==> src/rtl/ovs_rx_pkg.sv <==
package ovs_rx_pkg;

  localparam int MAX_CHR = 9;

  typedef enum logic [2:0] {
    PAR_EVEN = 3'd0,
    PAR_ODD  = 3'd1,
    PAR_ZERO = 3'd2,
    PAR_ONE  = 3'd3,
    PAR_NONE = 3'd4
  } par_mode_e;

  // number of data bits for a length code; codes 4..7 all give nine
  function automatic logic [3:0] chr_bits(input logic [2:0] code);
    return (code >= 3'd4) ? 4'd9 : (4'(code) + 4'd5);
  endfunction

  function automatic logic par_used(input logic [2:0] mode);
    return mode < 3'd4;
  endfunction

  // value the parity bit must carry for the assembled data
  function automatic logic par_expect(input logic [MAX_CHR-1:0] d, input logic [2:0] mode);
    logic r;
    case (par_mode_e'(mode))
      PAR_EVEN: r = ^d;
      PAR_ODD:  r = ~^d;
      PAR_ZERO: r = 1'b0;
      PAR_ONE:  r = 1'b1;
      default:  r = 1'b0;
    endcase
    return r;
  endfunction

  // position in the holding register of the idx-th received data bit
  function automatic logic [3:0] bit_slot(input logic [3:0] idx, input logic [3:0] nbits,
                                          input logic msb);
    return msb ? (nbits - 4'd1 - idx) : idx;
  endfunction

  // bit slots after the start bit: data, optional parity, one stop
  function automatic logic [3:0] frame_slots(input logic [3:0] nbits, input logic [2:0] mode);
    return nbits + {3'b000, par_used(mode)} + 4'd1;
  endfunction

endpackage

==> src/rtl/ovs_rx_sync.sv <==
module ovs_rx_sync #(
  parameter int STAGES = 2
) (
  input  logic clk,
  input  logic rst_n,
  input  logic d_in,
  output logic d_out
);
  logic [STAGES-1:0] chain_q;

  always_ff @(posedge clk or negedge rst_n) begin
    if (!rst_n) chain_q <= '1;
    else        chain_q <= {chain_q[STAGES-2:0], d_in};
  end

  assign d_out = chain_q[STAGES-1];
endmodule

==> src/rtl/ovs_rx_bitclk.sv <==
module ovs_rx_bitclk #(
  parameter int OS_FAST = 16,
  parameter int OS_SLOW = 8
) (
  input  logic       clk,
  input  logic       rst_n,
  input  logic       samp_en,
  input  logic       rx_bit,
  input  logic       div8,
  input  logic [3:0] slots,
  output logic       start_hit,
  output logic       bit_tick,
  output logic       last_tick,
  output logic       busy,
  output logic [3:0] slot_idx
);
  localparam int CW = $clog2(OS_FAST);

  logic [CW-1:0] low_run_q;
  logic [CW-1:0] phase_q;
  logic [CW-1:0] half_last;
  logic [CW-1:0] period_last;

  assign half_last   = div8 ? CW'(OS_SLOW/2 - 1) : CW'(OS_FAST/2 - 1);
  assign period_last = div8 ? CW'(OS_SLOW - 1)   : CW'(OS_FAST - 1);

  assign start_hit = samp_en && !busy && !rx_bit && (low_run_q == half_last);
  assign bit_tick  = samp_en && busy && (phase_q == period_last);
  assign last_tick = bit_tick && (slot_idx == slots - 4'd1);

  always_ff @(posedge clk or negedge rst_n) begin
    if (!rst_n) begin
      busy      <= 1'b0;
      low_run_q <= '0;
      phase_q   <= '0;
      slot_idx  <= '0;
    end else if (samp_en) begin
      if (!busy) begin
        if (rx_bit) begin
          low_run_q <= '0;
        end else if (start_hit) begin
          busy      <= 1'b1;
          low_run_q <= '0;
          phase_q   <= '0;
          slot_idx  <= '0;
        end else begin
          low_run_q <= low_run_q + 1'b1;
        end
      end else if (bit_tick) begin
        phase_q <= '0;
        if (last_tick) busy     <= 1'b0;
        else           slot_idx <= slot_idx + 4'd1;
      end else begin
        phase_q <= phase_q + 1'b1;
      end
    end
  end
endmodule

==> src/rtl/ovs_rx_assemble.sv <==
module ovs_rx_assemble
  import ovs_rx_pkg::*;
(
  input  logic               clk,
  input  logic               rst_n,
  input  logic               start_hit,
  input  logic               bit_tick,
  input  logic               rx_bit,
  input  logic [3:0]         slot_idx,
  input  logic [3:0]         nbits,
  input  logic               msb_first,
  input  logic [2:0]         par_mode,
  output logic [MAX_CHR-1:0] data_q,
  output logic               par_bad
);
  logic [3:0] dest;
  logic       is_data;
  logic       is_par;

  assign dest    = bit_slot(slot_idx, nbits, msb_first);
  assign is_data = slot_idx < nbits;
  assign is_par  = (slot_idx == nbits) && par_used(par_mode);

  always_ff @(posedge clk or negedge rst_n) begin
    if (!rst_n) begin
      data_q  <= '0;
      par_bad <= 1'b0;
    end else if (start_hit) begin
      data_q  <= '0;
      par_bad <= 1'b0;
    end else if (bit_tick) begin
      if (is_data) begin
        for (int k = 0; k < MAX_CHR; k++)
          if (4'(k) == dest) data_q[k] <= rx_bit;
      end else if (is_par) begin
        par_bad <= (rx_bit != par_expect(data_q, par_mode));
      end
    end
  end
endmodule

==> src/rtl/ovs_serial_rx.sv <==
module ovs_serial_rx
  import ovs_rx_pkg::*;
#(
  parameter int OS_FAST     = 16,
  parameter int OS_SLOW     = 8,
  parameter int SYNC_STAGES = 2
) (
  input  logic               clk,
  input  logic               rst_n,
  input  logic               samp_en,
  input  logic               rx_line,
  input  logic               cfg_div8,
  input  logic [2:0]         cfg_len,
  input  logic               cfg_msb_first,
  input  logic [2:0]         cfg_par,
  input  logic               rx_ack,
  input  logic               err_clr,
  output logic [MAX_CHR-1:0] rx_data,
  output logic               rx_valid,
  output logic               err_parity,
  output logic               err_frame,
  output logic               err_overrun
);
  // named internal events, also observed by the bound checker
  logic               rx_s;
  logic               start_hit;
  logic               bit_tick;
  logic               last_tick;
  logic               busy;
  logic [3:0]         slot_idx;
  logic [3:0]         nbits;
  logic [3:0]         slots;
  logic [MAX_CHR-1:0] asm_data;
  logic               par_bad;
  logic               pending;

  assign nbits = chr_bits(cfg_len);
  assign slots = frame_slots(nbits, cfg_par);

  ovs_rx_sync #(.STAGES(SYNC_STAGES)) u_sync (
    .clk   (clk),
    .rst_n (rst_n),
    .d_in  (rx_line),
    .d_out (rx_s)
  );

  ovs_rx_bitclk #(.OS_FAST(OS_FAST), .OS_SLOW(OS_SLOW)) u_bitclk (
    .clk       (clk),
    .rst_n     (rst_n),
    .samp_en   (samp_en),
    .rx_bit    (rx_s),
    .div8      (cfg_div8),
    .slots     (slots),
    .start_hit (start_hit),
    .bit_tick  (bit_tick),
    .last_tick (last_tick),
    .busy      (busy),
    .slot_idx  (slot_idx)
  );

  ovs_rx_assemble u_asm (
    .clk       (clk),
    .rst_n     (rst_n),
    .start_hit (start_hit),
    .bit_tick  (bit_tick),
    .rx_bit    (rx_s),
    .slot_idx  (slot_idx),
    .nbits     (nbits),
    .msb_first (cfg_msb_first),
    .par_mode  (cfg_par),
    .data_q    (asm_data),
    .par_bad   (par_bad)
  );

  always_ff @(posedge clk or negedge rst_n) begin
    if (!rst_n) begin
      rx_data     <= '0;
      rx_valid    <= 1'b0;
      err_parity  <= 1'b0;
      err_frame   <= 1'b0;
      err_overrun <= 1'b0;
      pending     <= 1'b0;
    end else begin
      rx_valid    <= last_tick;
      if (last_tick) rx_data <= asm_data;
      err_parity  <= (err_parity  & ~err_clr) | (last_tick & par_bad);
      err_frame   <= (err_frame   & ~err_clr) | (last_tick & ~rx_s);
      err_overrun <= (err_overrun & ~err_clr) | (last_tick & pending & ~rx_ack);
      pending     <= last_tick | (pending & ~rx_ack);
    end
  end
endmodule

==> config.mk <==
export PLATFORM = sky130hd
export DESIGN_NAME = ovs_serial_rx
export DESIGN_NICKNAME = d
export VERILOG_FILES = /design/src/rtl/ovs_rx_pkg.sv /design/src/rtl/ovs_rx_sync.sv /design/src/rtl/ovs_rx_bitclk.sv /design/src/rtl/ovs_rx_assemble.sv /design/src/rtl/ovs_serial_rx.sv
export SDC_FILE = /design/constraint.sdc
export NUM_CORES = 1
export LEC_CHECK = 0
export ABC_AREA = 1
export BUFFER_PORTS_ARGS = -buffer_cell sky130_fd_sc_hd__buf_2
export CORE_MARGIN = 4
export CORE_UTILIZATION = 50
export DETAILED_ROUTE_END_ITERATION = 8
export PLACE_DENSITY = 0.78
export SYNTH_ARGS = -nofsm -noshare
export SYNTH_HDL_FRONTEND = slang
export SYNTH_HIERARCHICAL = 1
export SYNTH_SLANG_ARGS = --single-unit
==> constraint.sdc <==
create_clock -name clk -period 3.6 [get_ports clk]
set_clock_uncertainty 0.1 [all_clocks]
set_input_delay 0.54 -clock clk [delete_from_list [all_inputs] [get_ports clk]]
set_output_delay 0.54 -clock clk [all_outputs]
set_load 0.005 [all_outputs]
After elaboration in Yosys (flattened, before gate mapping) --
Cells that the tools add are included.
Storage, ports and cells: register bits after elaboration 39, input bits 14, word-level logic and storage cells 146
Operators by class: $add $sub $neg 9, magnitude comparators 3, equal/unequal tests 19, muxes and demuxes 39, bitwise operators 16, reduce and logical (&&, ||, !) cells 39
Operators with widths (number):
- 4-bit two-way mux | 12
- 3-bit AND reduction | 11
- 9-bit two-way mux | 3
- 2-bit nonzero test | 13
- 1-bit two-way mux | 22
- 4-bit by 1-bit adder with 4-bit output (second input constant) | 4
- 3-bit by 4-bit equality test with 1-bit output (first input constant) | 4
- 4-bit equality test | 4
- 9-bit XNOR reduction | 1
- 9-bit XOR reduction | 1
- 1-bit bitwise AND | 8
- 2-bit by 4-bit equality test with 1-bit output (first input constant) | 2
- 4-bit by 1-bit subtractor with 4-bit output (second input constant) | 2
- 1-bit logical AND | 7
- 5-bit AND reduction | 1
- 3-bit by 3-bit adder with 4-bit output (second input constant) | 1
- 4-bit by 1-bit adder with 4-bit output | 1
- 1-bit by 4-bit equality test with 1-bit output (first input constant) | 1
- 4-bit equality test (first input constant) | 1
- 4-bit zero test | 1
- 4-bit < comparator | 1
- 2-bit by 1-bit != test with 1-bit output (second input constant) | 2
- 2-bit != test (second input constant) | 2
- 1-bit inverter | 4
- other kinds (12) | 16

Depth between registers and ports, before layout --
word-level depth 13, mapped depth 19, mapped depth without buffers 18

By module --
The synthesis kept the hierarchy.
By module, submodules not included:
- ovs_rx_assemble | times used 1, cells an instance 138, area each 945.9 µm², sequential area each 250.2 µm²
- ovs_rx_bitclk | times used 1, cells an instance 124, area each 909.6 µm², sequential area each 325.3 µm²
- ovs_serial_rx | times used 1, cells an instance 81, area each 651.9 µm², sequential area each 350.3 µm²
- ovs_rx_sync | times used 1, cells an instance 2, area each 52.6 µm², sequential area each 52.6 µm²

Worst setup path before layout --
No wires, ideal clock.
path type input -> register, from input port cfg_len[0], to register rx_data[0], library setup time 116 ps, arrival time 2338 ps, data required time 3384 ps, slack 1045 ps, stages 19, path buffers 1, cells stage by stage inv_1 -> ha_1 -> inv_1 -> nor2_2 -> nor2_1 -> nor2_1 -> inv_1 -> ha_1 -> nand2_1 -> inv_1 -> nor2_1 -> nand2_1 -> nor2_4 -> nand3_4 -> inv_1 -> inv_1 -> buf_2 -> nand2_1 -> nand2_1
On the way: cells in the longest elaborated chain, start to end 7, elaborated cells on any way between the ends 8
Ends and longest elaborated chain:
- start, declared | RTL line ovs_serial_rx.sv:13 | input logic [2:0] cfg_len,
- 3-bit by 3-bit adder with 4-bit output / 3-bit >= comparator (equally long branches) | RTL line ovs_rx_pkg.sv:15 | return (code >= 3'd4) ? 4'd9 : (4'(code) + 4'd5);
- 4-bit two-way mux * | RTL line ovs_rx_pkg.sv:15
- net nbits[1] | RTL line ovs_serial_rx.sv:31 | logic [3:0] nbits;
- 4-bit by 1-bit adder with 4-bit output * (2 in series) | RTL line ovs_rx_pkg.sv:43 | return nbits + {3'b000, par_used(mode)} + 4'd1;
- net slots[1] | RTL line ovs_serial_rx.sv:32 | logic [3:0] slots;
- 4-bit by 1-bit subtractor with 4-bit output * | RTL line ovs_rx_bitclk.sv:29 | assign last_tick = bit_tick && (slot_idx == slots - 4'd1);
- 4-bit equality test * | RTL line ovs_rx_bitclk.sv:29
- 1-bit logical AND * | RTL line ovs_rx_bitclk.sv:29
- net last_tick | RTL line ovs_serial_rx.sv:28 | logic last_tick;
- end signal, assigned | RTL line ovs_serial_rx.sv:85 | if (last_tick) rx_data <= asm_data;
- end, declared | RTL line ovs_serial_rx.sv:18 | output logic [MAX_CHR-1:0] rx_data,
The timed path passes the listed nets; every way through them passes the cells marked *. A chain may end at the register's enable or synchronous reset.

Worst setup path in the final report --
from input port cfg_len[0], to register rx_data[5]
The elaborated chain is that of the path after synthesis.

==> impl_metrics.tcl <==
set metrics [dict create \
    status "finished, final reports clean" \
    critPathMaxStageDelay_ns 0.30 \
    ys_warn_count 6 \
    synth_seq_cells 39 \
    dp_worst_setup_slack_ns 0.4860 \
    gp_congestion 0.8390 \
    final_cell_mix "nand2_1, inv_1, dfrtp_1" \
    dr_total_vias 2197 \
    ctsResizeCount 0 \
    worst_hold_slack_ns 0.2506 \
    crit_top_cell "inv_1" \
    wl_um 4888 \
    arrival_ns 2.91 \
    synth-edff-count 0 \
    core_area_um2 4848 \
    antenna_cells 0 \
    dieArea_um2 6329 \
    dp_hpwl_um 3797 \
    cts_setup_buffers 0 \
    rr_startpoint "u_bitclk/slot_idx[0]$_DFFE_PN0P_" \
    grt_pass1_wl_um 8887 \
    final_area_um2 2864 \
    final_common_cell "nand2_1" \
    syn-num-nets 374 \
    reg2reg_to "u_asm/data_q[2]$_DFFE_PN0P_" \
    syn_avg_cell_area_um2 7.420 \
    antenna_found_initial 0 \
    vdd_drop_max_mv 0.2058 \
    synth_seq_area_share 0.3822 \
    synthArstFlopShare 1.000 \
    hp-class "primary input to asynchronous set/reset pin" \
    synth_cells 345 \
    ys_top_cells_by_area "dfrtp_1, nand2_1, inv_1" \
    ioPinCount 27 \
    synth.largest_area_cell "dfrtp_1" \
    worst_pin_slew_ns 0.8215 \
    required_ns 3.67 \
    htree_levels 2 \
    drive_gt1_frac 0.1698 \
    start_kind "primary input" \
    drtPass1Iterations 4 \
    final_hold_viol_count 0 \
    fp.dieW_um 79.56 \
    grt-ovfl-total 0 \
    power.density_nw_per_um2 463.3 \
    rr_worst_depth 10 \
    cts_sinks 39 \
    ys.flop_type "dfrtp_1" \
    viasPerCell 4.948 \
    post-route-period-util 0.7896 \
    clk_path_buf_depth 2 \
    clk_latency_ns 0.28 \
    dieHeight_um 79.56 \
    path_cells "buf_2 -> inv_1 -> ha_1 -> inv_1 -> nor2_2 -> nor2_1 -> nor2_1 -> inv_1 -> ha_1 -> nand2_1 -> inv_1 -> nor2_1 -> nand2_1 -> nor2_4 -> nand3_4 -> inv_1 -> inv_1 -> nand2_1 -> nand2_1" \
    drc_errors 0 \
    rrSetupSlack_ns 1.27 \
    syn_to_final_growth_pct 11.88 \
    slew_headroom 0.4523 \
    placed_area_um2 2764 \
    rows 25 \
    synth.distinct_cells 30 \
    period_needed_ns 2.843 \
    critPathCapture "rx_data[5]$_DFFE_PN0P_" \
    synth_top_area_frac 0.3617 \
    path_clk_slew_ns 0.07 \
    track_usage 0.1732 \
    cp-end-kind "flip-flop" \
    setup_ws_ns 0.7575 \
    grt_setup_unrepaired "false" \
    final_nets 405 \
    root_buffer "clkbuf_8" \
    postCtsHoldBufs 0 \
    p_total_mw 1.327 \
    ant_nets 0 \
    slew_viol_final 0 \
    maxCapViolations 0 \
    cts_tree "built" \
    max_freq_mhz 351.8 \
    cp_max_fo 13 \
    grt_max_degree 40 \
    drt_iter0_drc 154 \
    synth_area_um2 2560 \
    wl_per_cell_um 11.01 \
    critPathSlowestCell "ha_1" \
    grt_pass1_vias 2118 \
    start_util 0.5280 \
    setup-tns-final_ns 0 \
    worstSetupStartpoint "cfg_len[0]" \
    p_leak_nw 1.551 \
    port_buffers 26 \
    finalSetupViolCount 0 \
    cts_made_buffers 5 \
    path_class "primary input to flip-flop" \
]
## worst min-delay path by stage
| stage | startpoint | to | slack (ns) | cells after the start |
|---|---|---|---|---|
| finish | rst_n | u_bitclk/slot_idx[2]$_DFFE_PN0P_ | 0.25 | 1 |
| global route | rx_line | u_sync/chain_q[0]$_DFF_PN1_ | 0.25 | 1 |
| CTS | rx_line | u_sync/chain_q[0]$_DFF_PN1_ | 0.25 | 1 |
| detailed placement | u_sync/chain_q[0]$_DFF_PN1_ | u_sync/chain_q[1]$_DFF_PN1_ | 0.25 | 0 |
| global placement | u_sync/chain_q[0]$_DFF_PN1_ | u_sync/chain_q[1]$_DFF_PN1_ | 0.25 | 0 |
| floorplan | rst_n | err_frame$_DFF_PN0_ | 0.14 | 0 |
## cell usage after synthesis, types with 5 or more instances
master     n
o21ai_0    7
dfrtp_1   37
inv_2      5
ha_1      14
nand2_2    7
nand3_1   28
nand2_1  107
o21ai_1   13
nor2_1    15
inv_1     58
a21oi_1    9
xnor2_1    6
## per-layer routing
metal  vias to the layer above  routed length (um)  track usage
li1                       1134                   -            -
met1                      1008                2265       0.2210
met2                        53                2337       0.2972
met3                         2                 248      0.03386
met4                         0                  37      0.04811
met5                         -                   0            0
## power by group
group	total (mW)	internal (mW)	leakage [nW]	switching, mW
Sequential	0.576	0.502	0.518	0.0738
Combinational	0.437	0.167	0.981	0.270
Clock	0.314	0.175	0.0515	0.139
## flip-flops by register name (all words and copies together), names as in the netlist
| signal | flops |
|---|---|
| rx_data | 9 |
| u_asm/data_q | 9 |
| u_bitclk/low_run_q | 4 |
| u_bitclk/phase_q | 4 |
| u_bitclk/slot_idx | 4 |
| u_sync/chain_q | 2 |
| err_frame | 1 |
| err_overrun | 1 |
| err_parity | 1 |
| pending | 1 |
| rx_valid | 1 |
| u_asm/par_bad | 1 |
| u_bitclk/busy | 1 |
## critical path: cells and delay by family
| kind | cells | cell delay (ns) |
|---|---|---|
| fa+ha+maj | 2 | 0.60 |
| buf+inv | 7 | 0.86 |
| simple gates | 10 | 0.91 |
## cell type report
type | instances | area, um^2
repair buffers | 26 | 130.1
fillers | 449 | 1984
inverters | 63 | 236.5
flip-flops and latches | 39 | 978.4
multi-input cells | 241 | 1335
clock buffers | 8 | 100.1
well taps | 67 | 83.83
## metrics by stage
stage | utilization | std cells
2_1_floorplan | - | 345
3_3_place_gp | 0.5701 | 436
3_5_place_dp | 0.5701 | 436
4_1_cts | 0.5907 | 444
5_1_grt | 0.5907 | 444
6_report | 0.5907 | 444
## cells by family after synthesis
group	count (synthesis)	share of synthesized area
fa+ha+maj	15	0.07625
simple gates	176	0.3192
flops	39	0.3822
buf+inv	65	0.09629
xor+xnor	10	0.03421
compound gates	40	0.09188
Note: power is estimated with default switching activity, not from simulation.
